$ cat src/rtl/pgt_pkg.sv
package pgt_pkg;
  localparam int DATA_W = 16;
  localparam int SEL_W  = 2;
  localparam int OP_W   = 2;
  localparam int ADDR_W = SEL_W + OP_W;
  localparam int PS_W   = 8;

  localparam int B_EN   = 15;
  localparam int B_GATE = 7;
  localparam int B_PSHI = 5;
  localparam int B_PSLO = 4;
  localparam int B_SYNC = 2;
  localparam int B_SRC  = 1;

  typedef enum logic [OP_W-1:0] {
    OP_WRITE = 2'd0,
    OP_CLR   = 2'd1,
    OP_SET   = 2'd2,
    OP_INV   = 2'd3
  } wr_op_e;

  typedef enum logic [SEL_W-1:0] {
    REG_CTRL   = 2'd0,
    REG_COUNT  = 2'd1,
    REG_PERIOD = 2'd2,
    REG_FLAG   = 2'd3
  } reg_sel_e;
endpackage

$ cat src/rtl/pgt_regs.sv
module pgt_regs
  import pgt_pkg::*;
#(
  parameter int DW = DATA_W
) (
  input  logic              clk,
  input  logic              rst,
  input  logic              wr_en,
  input  logic [ADDR_W-1:0] wr_addr,
  input  logic [DW-1:0]     wr_data,
  input  logic [SEL_W-1:0]  rd_sel,
  input  logic [DW-1:0]     cnt_i,
  input  logic              flag_set_i,
  output logic [DW-1:0]     ctrl_o,
  output logic [DW-1:0]     period_o,
  output logic              cnt_ld_o,
  output logic [DW-1:0]     cnt_ld_val_o,
  output logic              ps_clr_o,
  output logic              flag_o,
  output logic [DW-1:0]     rd_data_o
);
  localparam logic [DW-1:0] CTRL_MASK = DW'((1 << B_EN) | (1 << B_GATE) | (3 << B_PSLO)
                                           | (1 << B_SYNC) | (1 << B_SRC));

  function automatic logic [DW-1:0] apply_op(input wr_op_e op, input logic [DW-1:0] cur,
                                             input logic [DW-1:0] wd);
    case (op)
      OP_WRITE: return wd;
      OP_CLR:   return cur & ~wd;
      OP_SET:   return cur | wd;
      default:  return cur ^ wd;
    endcase
  endfunction

  reg_sel_e        sel;
  wr_op_e          op;
  logic [DW-1:0]   ctrl_q, period_q, ctrl_nxt;
  logic            flag_q, flag_sw;
  logic            wr_ctrl, wr_cnt, wr_per, wr_flag;

  assign sel     = reg_sel_e'(wr_addr[ADDR_W-1 -: SEL_W]);
  assign op      = wr_op_e'(wr_addr[OP_W-1:0]);
  assign wr_ctrl = wr_en && (sel == REG_CTRL);
  assign wr_cnt  = wr_en && (sel == REG_COUNT);
  assign wr_per  = wr_en && (sel == REG_PERIOD);
  assign wr_flag = wr_en && (sel == REG_FLAG);

  assign ctrl_nxt = apply_op(op, ctrl_q, wr_data) & CTRL_MASK;

  always_comb begin
    case (op)
      OP_WRITE: flag_sw = wr_data[0];
      OP_CLR:   flag_sw = flag_q & ~wr_data[0];
      OP_SET:   flag_sw = flag_q | wr_data[0];
      default:  flag_sw = flag_q ^ wr_data[0];
    endcase
  end

  assign cnt_ld_o     = wr_cnt;
  assign cnt_ld_val_o = apply_op(op, cnt_i, wr_data);
  assign ps_clr_o     = wr_cnt ||
                        (wr_ctrl && (ctrl_nxt[B_PSHI:B_PSLO] != ctrl_q[B_PSHI:B_PSLO]));

  always_ff @(posedge clk) begin
    if (rst) begin
      ctrl_q    <= '0;
      period_q  <= '0;
      flag_q    <= 1'b0;
      rd_data_o <= '0;
    end else begin
      if (wr_ctrl) ctrl_q <= ctrl_nxt;
      if (wr_per)  period_q <= apply_op(op, period_q, wr_data);
      if (flag_set_i)   flag_q <= 1'b1;
      else if (wr_flag) flag_q <= flag_sw;
      case (reg_sel_e'(rd_sel))
        REG_CTRL:   rd_data_o <= ctrl_q;
        REG_COUNT:  rd_data_o <= cnt_i;
        REG_PERIOD: rd_data_o <= period_q;
        default:    rd_data_o <= {{(DW-1){1'b0}}, flag_q};
      endcase
    end
  end

  assign ctrl_o   = ctrl_q;
  assign period_o = period_q;
  assign flag_o   = flag_q;

  p_ctrl_mask_r2: assert property (@(posedge clk) disable iff (rst)
    (ctrl_q & ~CTRL_MASK) == '0);
  p_flag_set_r11: assert property (@(posedge clk) disable iff (rst)
    flag_set_i |=> flag_q);
  p_flag_sticky_r11: assert property (@(posedge clk) disable iff (rst)
    flag_q && !flag_set_i && !wr_flag |=> flag_q);
endmodule

$ cat src/rtl/pgt_tickgen.sv
module pgt_tickgen #(
  parameter int SYNC_STAGES = 2
) (
  input  logic clk,
  input  logic rst,
  input  logic en_i,
  input  logic gate_en_i,
  input  logic sync_i,
  input  logic src_ext_i,
  input  logic ext_pin,
  input  logic gate_pin,
  output logic tick_o,
  output logic gate_fall_o,
  output logic gated_mode_o
);
  logic [SYNC_STAGES:0] sync_sh;
  logic [1:0]           async_sh;
  logic [1:0]           gate_sh;
  logic                 rise_sync, rise_async, ext_tick;

  always_ff @(posedge clk) begin
    if (rst) begin
      sync_sh  <= '0;
      async_sh <= '0;
      gate_sh  <= '0;
    end else begin
      sync_sh  <= {sync_sh[SYNC_STAGES-1:0], ext_pin};
      async_sh <= {async_sh[0], ext_pin};
      gate_sh  <= {gate_sh[0], gate_pin};
    end
  end

  assign rise_sync    = sync_sh[SYNC_STAGES-1] & ~sync_sh[SYNC_STAGES];
  assign rise_async   = async_sh[0] & ~async_sh[1];
  assign ext_tick     = sync_i ? rise_sync : rise_async;
  assign gated_mode_o = gate_en_i & ~src_ext_i;

  always_comb begin
    if (!en_i)             tick_o = 1'b0;
    else if (src_ext_i)    tick_o = ext_tick;
    else if (gated_mode_o) tick_o = gate_sh[0];
    else                   tick_o = 1'b1;
  end

  assign gate_fall_o = en_i & gated_mode_o & gate_sh[1] & ~gate_sh[0];

  p_idle_no_tick_r3: assert property (@(posedge clk) disable iff (rst)
    !en_i |-> !tick_o && !gate_fall_o);
  p_ext_no_gate_r10: assert property (@(posedge clk) disable iff (rst)
    src_ext_i |-> !gate_fall_o);
endmodule

$ cat src/rtl/pgt_prescale.sv
module pgt_prescale
  import pgt_pkg::*;
(
  input  logic       clk,
  input  logic       rst,
  input  logic [1:0] ratio_sel,
  input  logic       tick,
  input  logic       clr,
  output logic       inc_o
);
  logic [PS_W-1:0] ps_q, term;
  logic            hit;

  always_comb begin
    if (ratio_sel == 2'd3) term = {PS_W{1'b1}};
    else                   term = PS_W'((1 << (3 * int'(ratio_sel))) - 1);
  end

  assign hit   = (ps_q == term);
  assign inc_o = tick & hit & ~clr;

  always_ff @(posedge clk) begin
    if (rst)       ps_q <= '0;
    else if (clr)  ps_q <= '0;
    else if (tick) ps_q <= hit ? '0 : ps_q + 1'b1;
  end

  p_ps_bound_r5: assert property (@(posedge clk) disable iff (rst)
    ps_q <= term);
  p_inc_needs_tick_r5: assert property (@(posedge clk) disable iff (rst)
    inc_o |-> tick);
endmodule

$ cat src/rtl/pgt_counter.sv
module pgt_counter #(
  parameter int DW = 16
) (
  input  logic          clk,
  input  logic          rst,
  input  logic          inc,
  input  logic          ld,
  input  logic [DW-1:0] ld_val,
  input  logic [DW-1:0] period,
  output logic [DW-1:0] cnt_o,
  output logic          match_o
);
  logic [DW-1:0] cnt_q;
  logic          at_period;

  assign at_period = (cnt_q == period);
  assign match_o   = inc & ~ld & at_period;

  always_ff @(posedge clk) begin
    if (rst)      cnt_q <= '0;
    else if (ld)  cnt_q <= ld_val;
    else if (inc) cnt_q <= at_period ? '0 : cnt_q + 1'b1;
  end

  assign cnt_o = cnt_q;

  p_cnt_step_r7: assert property (@(posedge clk) disable iff (rst)
    inc && !ld && (cnt_q != period) |=> cnt_q == DW'($past(cnt_q) + 1'b1));
  p_cnt_clear_r6: assert property (@(posedge clk) disable iff (rst)
    inc && !ld && (cnt_q == period) |=> cnt_q == '0);
  p_cnt_hold_r3: assert property (@(posedge clk) disable iff (rst)
    !inc && !ld |=> $stable(cnt_q));
  p_cnt_load_r12: assert property (@(posedge clk) disable iff (rst)
    ld |=> cnt_q == $past(ld_val));
endmodule

$ cat src/rtl/pgt_top.sv
module pgt_top
  import pgt_pkg::*;
#(
  parameter int SYNC_STAGES = 2
) (
  input  logic              clk,
  input  logic              rst,
  input  logic              wr_en,
  input  logic [ADDR_W-1:0] wr_addr,
  input  logic [DATA_W-1:0] wr_data,
  input  logic [SEL_W-1:0]  rd_sel,
  output logic [DATA_W-1:0] rd_data,
  input  logic              ext_clk_pin,
  input  logic              gate_pin,
  output logic              evt_flag
);
  logic [DATA_W-1:0] ctrl, period, cnt, cnt_ld_val;
  logic              cnt_ld, ps_clr, tick, gate_fall, gated_mode, inc, match, flag_set;

  pgt_regs #(.DW(DATA_W)) u_regs (
    .clk(clk), .rst(rst), .wr_en(wr_en), .wr_addr(wr_addr), .wr_data(wr_data),
    .rd_sel(rd_sel), .cnt_i(cnt), .flag_set_i(flag_set), .ctrl_o(ctrl),
    .period_o(period), .cnt_ld_o(cnt_ld), .cnt_ld_val_o(cnt_ld_val),
    .ps_clr_o(ps_clr), .flag_o(evt_flag), .rd_data_o(rd_data)
  );

  pgt_tickgen #(.SYNC_STAGES(SYNC_STAGES)) u_tick (
    .clk(clk), .rst(rst), .en_i(ctrl[B_EN]), .gate_en_i(ctrl[B_GATE]),
    .sync_i(ctrl[B_SYNC]), .src_ext_i(ctrl[B_SRC]), .ext_pin(ext_clk_pin),
    .gate_pin(gate_pin), .tick_o(tick), .gate_fall_o(gate_fall),
    .gated_mode_o(gated_mode)
  );

  pgt_prescale u_ps (
    .clk(clk), .rst(rst), .ratio_sel(ctrl[B_PSHI:B_PSLO]), .tick(tick),
    .clr(ps_clr), .inc_o(inc)
  );

  pgt_counter #(.DW(DATA_W)) u_cnt (
    .clk(clk), .rst(rst), .inc(inc), .ld(cnt_ld), .ld_val(cnt_ld_val),
    .period(period), .cnt_o(cnt), .match_o(match)
  );

  assign flag_set = gated_mode ? gate_fall : match;

  p_gated_no_match_flag_r9: assert property (@(posedge clk) disable iff (rst)
    gated_mode && !gate_fall && !evt_flag && !(wr_en && wr_addr[3:2] == 2'd3) |=> !evt_flag);
endmodule

$ cat config.mk
export PLATFORM = sky130hd
export DESIGN_NAME = pgt_top
export DESIGN_NICKNAME = d
export VERILOG_FILES = /design/src/rtl/pgt_pkg.sv /design/src/rtl/pgt_regs.sv /design/src/rtl/pgt_tickgen.sv /design/src/rtl/pgt_prescale.sv /design/src/rtl/pgt_counter.sv /design/src/rtl/pgt_top.sv
export SDC_FILE = /design/constraint.sdc
export NUM_CORES = 1
export LEC_CHECK = 0
export ABC_AREA = 1
export BUFFER_PORTS_ARGS = -buffer_cell sky130_fd_sc_hd__buf_2
export CAP_MARGIN = 20
export CORE_UTILIZATION = 55
export CTS_CLUSTER_DIAMETER = 120
export CTS_CLUSTER_SIZE = 40
export DETAILED_ROUTE_END_ITERATION = 8
export PLACE_DENSITY = 0.86
export RECOVER_POWER = 25
export SYNTH_ARGS = -nofsm -noshare
export SYNTH_HDL_FRONTEND = slang
export SYNTH_HIERARCHICAL = 1
export SYNTH_SLANG_ARGS = --single-unit
$ cat constraint.sdc
create_clock -name clk -period 5.2 [get_ports clk]
set_clock_uncertainty 0.05 [all_clocks]
set_input_delay 0.26 -clock clk [delete_from_list [all_inputs] [get_ports clk]]
set_output_delay 0.26 -clock clk [all_outputs]
set_load 0.05 [all_outputs]
==> metrics.csv, run 1 <==
stage,metric,value,unit
worst_setup_path,crit-path cells,nor2_2 -> nand2_1 -> nand2_1 -> nor2_1 -> inv_2 -> a21oi_2 -> nand2_1 -> nor2_2 -> nand3_2 -> nor2_1 -> inv_1 -> nor2_1 -> o21a_1 -> nand3_1 -> a21oi_1,
job,max_cap viols,1,
floorplanning,core footprint,9770,sq um
worst_setup_path,Reg2Reg Depth,15,
clock_network,CTS Buf Count,9,
worst_setup_path,worst setup path end,u_cnt/cnt_o[4],
grt,GRT overflow,0,
timing,Slew HR,-0.103,
floorplanning,Initial Util,0.568,
cells_and_area,antenna cells,0,
worst_setup_path,flop2flop setup slack,2090,ps
synth,Mapped Nets,923,
detailed_routing,DRC,0,
cells_and_area,Layout Utilization,0.618,
detailed_routing,Initial DRC Count,396,
worst_setup_path,CP arrival,3340,ps
cells_and_area,ratio of cells with drive above 1 in the final layout,0.0908,
timing,Final Max Tran Viols,34,
clock_network,Post-CTS Resized,0,
place,placed insts,964,
worst_setup_path,Worst Setup Start Kind,register,
worst_setup_path,required time worst endpoint,5430,ps
hold_path,min-delay worst type,in2reg,
place,Place WS,1900,ps
pwr,Worst VDD drop,110,uV
worst_setup_path,reg-to-reg startpoint,u_regs/ctrl_o[1],
worst_setup_path,worst-path maximum fanout,13,
worst_setup_path,CP startpoint,u_regs/ctrl_o[1],
timing,Setup Total Neg Slack,0,ps
synth,syn avg cell area,6.81,sq um
place,Placer Congestion,0.965,
floorplanning,Die Width,103,um
timing,period utilization,0.598,
grt,initial antenna violation count,0,
worst_setup_path,critical path's slowest cell,nor2_1,
clock_network,clk_lat worst skew,360,ps
detailed_routing,vias,5370,
run_status,status,finished with violations,
pwr,pwr/cell area,215,nW/um^2
place,Port Buffers,43,
worst_setup_path,crit-path max cell delay,680,ps
synth,synthesis warning total,6,
worst_setup_path,Crit. End Element,register,
detailed_routing,Routed Antenna Nets,0,
detailed_routing,drt total wl,13700,um
synth,Mapped Area,5560,sq um
clock_network,CTS hold repair buffers,0,
run_status,failing checks,"capacitance limit, slew limit",
grt,first-pass GRT wire length,22000,um
floorplanning,row count,36,
floorplanning,die footprint,10500,sq um
grt,vias in the first global route,4800,
timing,post-route minimum period,3110,ps
cells_and_area,multi-input logic area,3560,sq um
timing,Fin. Hold Viols,0,
synth,cells after synthesis,816,
clock_network,postcts setup bufs,0,
cells_and_area,final layout net count,950,
worst_setup_path,kind of critical path,reg2reg,
detailed_routing,DRT Pass-1 Iters,5,
clock_network,Clock Sinks,68,
worst_setup_path,crit-path leading delay family,simple AND/OR/NAND/NOR gates,
timing,slew at the pin closest to its max-slew limit,1650,ps
detailed_routing,via-per-instance ratio,5.47,
grt,largest net degree at the start of global routing,38,
clock_network,CTS tree,built,
timing,final worst slack,2090,ps
cells_and_area,Area Growth Syn to Fin,8.69,%
pwr,leak pwr,2.73,nW
grt,Total GRT Usage,0.269,
clock_network,clk buf depth,2,
place,HPWL after detailed placement,9250,um
worst_setup_path,RR Endpoint,u_cnt/cnt_o[4],
cells_and_area,FILL cells,892,
worst_setup_path,"Buf+Inv Stages, Crit Path",2,
detailed_routing,drt wl/cell,14.0,um
timing,final setup vio count,0,
cells_and_area,Storage cell area,1360,sq um
clock_network,root buf cell,clkbuf_8,
worst_setup_path,critical path depth,15,
clock_network,CTS H-tree depth,3,
floorplanning,Die Span Y,103,um
timing,RSZ-0062 raised after global routing,no,
floorplanning,I/O pins,44,
cells_and_area,Final Non-Filler Cells,981,
clock_network,"Reg clk slew, reported paths",70,ps
timing,fmax,321,MHz
hold_path,Hold Path Stages,3,
[metal layers]
| layer | vias up | global-route usage | part of all wire |
|---|---|---|---|
| li1 | 2721 | - | - |
| met4 | 0 | 0.125 | 0.028 |
| met3 | 36 | 0.0468 | 0.063 |
| met1 | 2423 | 0.335 | 0.44 |
| met5 | - | 0 | 0 |
| met2 | 190 | 0.451 | 0.47 |
[worst reg2reg max path: stages (launching register included)]
cell	delay [ps]
dfxtp_1	400
nor2_2	70
nand2_1	70
nand2_1	50
nor2_1	480
inv_2	120
a21oi_2	130
nand2_1	70
nor2_2	90
nand3_2	110
nor2_1	160
inv_1	80
nor2_1	680
o21a_1	240
nand3_1	90
a21oi_1	140
[stage by stage]
step / total power, mW / hold WS, ps / instance area, sq um
detailed placement: 0.815 / 378 / 5810
finish: 1.30 / 46.1 / 6040
CTS: 1.30 / 32.0 / 6030
floorplan: 0.752 / 281 / 5560
global placement: 0.809 / 380 / 5810
global route: 1.36 / 85.1 / 6040
[power breakdown]
group / switching (mW) / total [mW] / internal [mW] / leakage [nW]
clock network: 0.213 / 0.486 / 0.273 / 0.112
logic: 0.165 / 0.248 / 0.0830 / 2.07
registers: 0.0252 / 0.564 / 0.539 / 0.553
total: 0.403 / 1.30 / 0.895 / 2.73
[registers in the layout, summed over array words and instances (netlist names)]
register and flops:
u_tick/sync_sh 3, u_ps/ps_q 8, u_regs/period_o 16, u_regs/ctrl_o 6, u_regs/rd_data_o 16, u_cnt/cnt_o 16, u_tick/gate_sh 2, u_regs/flag_o 1
[cells in the final DEF (no fill, tap or decap), drive strengths merged, types with 2 or more instances in the layout]
cell     instances
a211oi           8
a21oi           46
a22oi           16
a31oi            4
buf             30
clkbuf          30
clkinv           2
dfxtp           68
ha              80
inv            128
nand2          191
nand3           42
nand4            5
nor2            81
nor3            11
o2111ai         16
o211ai          13
o21ai           43
o22ai           11
or2              3
xnor2            2
xor2            10
[area by class of cell]
cell class,instances,share of cell area
repair buffers,47,0.0404
flip-flops and latches,68,0.225
clock buffers,13,0.0296
multi-input cells,588,0.590
well taps,133,0.0276
inverters,129,0.0802
clock inverters,3,0.00705
[worst min-delay path by stage]
stage                      start                 to  slack (ps)
2_1_floorplan                rst  u_tick/gate_sh[0]         280
3_3_place_gp   u_tick/sync_sh[0]  u_tick/sync_sh[1]         380
3_5_place_dp   u_tick/gate_sh[0]  u_tick/gate_sh[1]         380
4_1_cts                 gate_pin  u_tick/gate_sh[0]          30
5_1_grt                 gate_pin  u_tick/gate_sh[0]          90
6_report                gate_pin  u_tick/gate_sh[0]          50
(Power assumes the default switching activity.)
==> run 2, diff against run 1 <==
--- a/config.mk
+++ b/config.mk
@@ -12,7 +12,7 @@
 export CTS_CLUSTER_DIAMETER = 120
 export CTS_CLUSTER_SIZE = 40
 export DETAILED_ROUTE_END_ITERATION = 8
-export PLACE_DENSITY = 0.86
+export PLACE_DENSITY = 0.89
 export RECOVER_POWER = 25
 export SYNTH_ARGS = -nofsm -noshare
 export SYNTH_HDL_FRONTEND = slang
==> constraint.sdc (replaced) <==
create_clock -name clk -period 2.75 [get_ports clk]
set_clock_uncertainty 0.05 [all_clocks]
set_input_delay 0.1375 -clock clk [delete_from_list [all_inputs] [get_ports clk]]
set_output_delay 0.1375 -clock clk [all_outputs]
set_load 0.05 [all_outputs]
==> metrics.csv, run 2 (synthesis results as in run 1) <==
stage,metric,value,unit,change
detailed_routing,drt wl/cell,13.6,um,was 14.0 um
clock_network,clk buf depth,2,,unchanged
worst_setup_path,Crit. End Element,register,,unchanged
worst_setup_path,CP arrival,2690,ps,was 3340 ps
floorplanning,die footprint,10500,sq um,unchanged
timing,slew at the pin closest to its max-slew limit,916,ps,was 1650 ps
detailed_routing,drt total wl,13500,um,was 13700 um
timing,final setup vio count,0,,unchanged
place,Placer Congestion,0.909,,was 0.965
place,HPWL after detailed placement,9310,um,was 9250 um
timing,period utilization,0.915,,was 0.598
clock_network,clk_lat worst skew,360,ps,about the same
timing,Final Max Tran Viols,0,,was 34
grt,vias in the first global route,4793,,was 4800
timing,Slew HR,0.389,,was -0.103
floorplanning,Initial Util,0.568,,unchanged
clock_network,postcts setup bufs,0,,unchanged
floorplanning,Die Span Y,103,um,unchanged
worst_setup_path,kind of critical path,reg2reg,,unchanged
grt,GRT overflow,0,,unchanged
grt,Total GRT Usage,0.267,,was 0.269
clock_network,"Reg clk slew, reported paths",70,ps,about the same
cells_and_area,Final Instance Area,6050,sq um,was 6040 sq um
floorplanning,core footprint,9770,sq um,unchanged
cells_and_area,ratio of cells with drive above 1 in the final layout,0.103,,was 0.0908
cells_and_area,antenna cells,0,,unchanged
floorplanning,I/O pins,44,,unchanged
pwr,pwr/cell area,376,nW/um^2,was 215 nW/um^2
clock_network,CTS tree,built,,unchanged
timing,Fin. Hold Viols,0,,unchanged
detailed_routing,vias,5441,,was 5370
hold_path,min-delay worst type,in2reg,,unchanged
cells_and_area,"commonest non-fill, non-tap cell in the layout",nand2_1,,unchanged
grt,largest net degree at the start of global routing,38,,unchanged
job,max_cap viols,0,,was 1
place,"Cell Area, Placed",5880,sq um,was 5810 sq um
detailed_routing,DRC,0,,unchanged
detailed_routing,Initial DRC Count,443,,was 396
timing,hold slack,135,ps,was 46.1 ps
pwr,Worst VDD drop,218,uV,was 110 uV
timing,Setup Total Neg Slack,0,ps,unchanged
timing,RSZ-0062 raised after global routing,no,,unchanged
floorplanning,row count,36,,unchanged
worst_setup_path,Worst Setup Start Kind,register,,unchanged
clock_network,root buf cell,clkbuf_8,,unchanged
clock_network,CTS H-tree depth,3,,unchanged
clock_network,Clock Sinks,68,,unchanged
timing,post-route minimum period,2520,ps,was 3110 ps
place,Port Buffers,43,,unchanged
cells_and_area,final layout net count,960,,was 950
cells_and_area,Area Growth Syn to Fin,8.99,%,was 8.69%
run_status,status,completed,,was finished with violations
floorplanning,Die Width,103,um,unchanged
cells_and_area,FILL cells,871,,was 892
grt,initial antenna violation count,0,,unchanged
cells_and_area,"commonest cells after routing, fill and taps aside","nand2_1, inv_1, ha_1",,unchanged
place,Place WS,-47.7,ps,was 1900 ps
detailed_routing,via-per-instance ratio,5.49,,was 5.47
grt,first-pass GRT wire length,22100,um,was 22000 um
detailed_routing,DRT Pass-1 Iters,5,,unchanged
worst_setup_path,required time worst endpoint,2930,ps,was 5430 ps
timing,final worst slack,234,ps,was 2090 ps
clock_network,CTS Buf Count,9,,unchanged
worst_setup_path,worst-path maximum fanout,17,,was 13
timing,fmax,397,MHz,was 321 MHz
pwr,leak pwr,2.77,nW,was 2.73 nW
detailed_routing,Routed Antenna Nets,0,,unchanged
==> run 2: area by class of cell <==
type	instances	area, sq um	area share
clock buffers	11	141	0.0234
inverters	129	484	0.0800
multi-input cells	588	3560	0.589
well taps	133	166	0.0275
clock inverters	5	27.5	0.00455
repair buffers	57	310	0.0513
flip-flops and latches	68	1360	0.225
==> run 2: path summary, 6_finish.rpt <==
kind / from / to / slack (ps) / depth (start not counted)
max: u_regs/ctrl_o[4] / u_cnt/cnt_o[9] / 230 / 13
min: wr_data[6] / u_regs/period_o[6] / 130 / 5
max reg2reg: u_regs/ctrl_o[4] / u_cnt/cnt_o[9] / 230 / 13
min reg2reg: u_tick/sync_sh[0] / u_tick/sync_sh[1] / 380 / 2
==> run 2: critical path, stage by stage, from the launching register on <==
cell,delay [ps]
dfxtp_1,330
inv_1,60
ha_1,290
or2_2,300
nand3_1,80
nand2_1,60
nand2_1,70
nand2_1,40
nand2_1,90
nor2_1,60
nor2_2,570
inv_1,190
nand3_1,140
a21oi_1,70
==> run 2: metal layers <==
layer,track usage,part of all wire,vias up
met5,0,0,-
met4,0.105,0.025,0
met3,0.0502,0.059,31
met2,0.447,0.48,178
met1,0.339,0.44,2500
li1,-,-,2732
==> run 2: stage by stage <==
stage | utilization | instances | power (mW)
3_3_place_gp | 0.601 | 973 | 1.54
3_5_place_dp | 0.601 | 973 | 1.55
5_1_grt | 0.619 | 991 | 2.41
6_report | 0.619 | 991 | 2.28
4_1_cts | 0.621 | 991 | 2.29
2_1_floorplan | - | 816 | 1.42
==> run 2: power breakdown <==
part	switching, mW	total, mW	leakage [nW]	internal, mW
Sequential	0.0450	1.06	0.553	1.02
Clock	0.391	0.736	0.0889	0.345
Combinational	0.314	0.476	2.13	0.162
==> run 2: timing repair <==
item                                    in CTS  in global routing
gates resized for setup                      1                  0
hold buffers                                 2                  0
hold endpoints to repair                     2                  0
endpoints found under the setup margin       3                  0
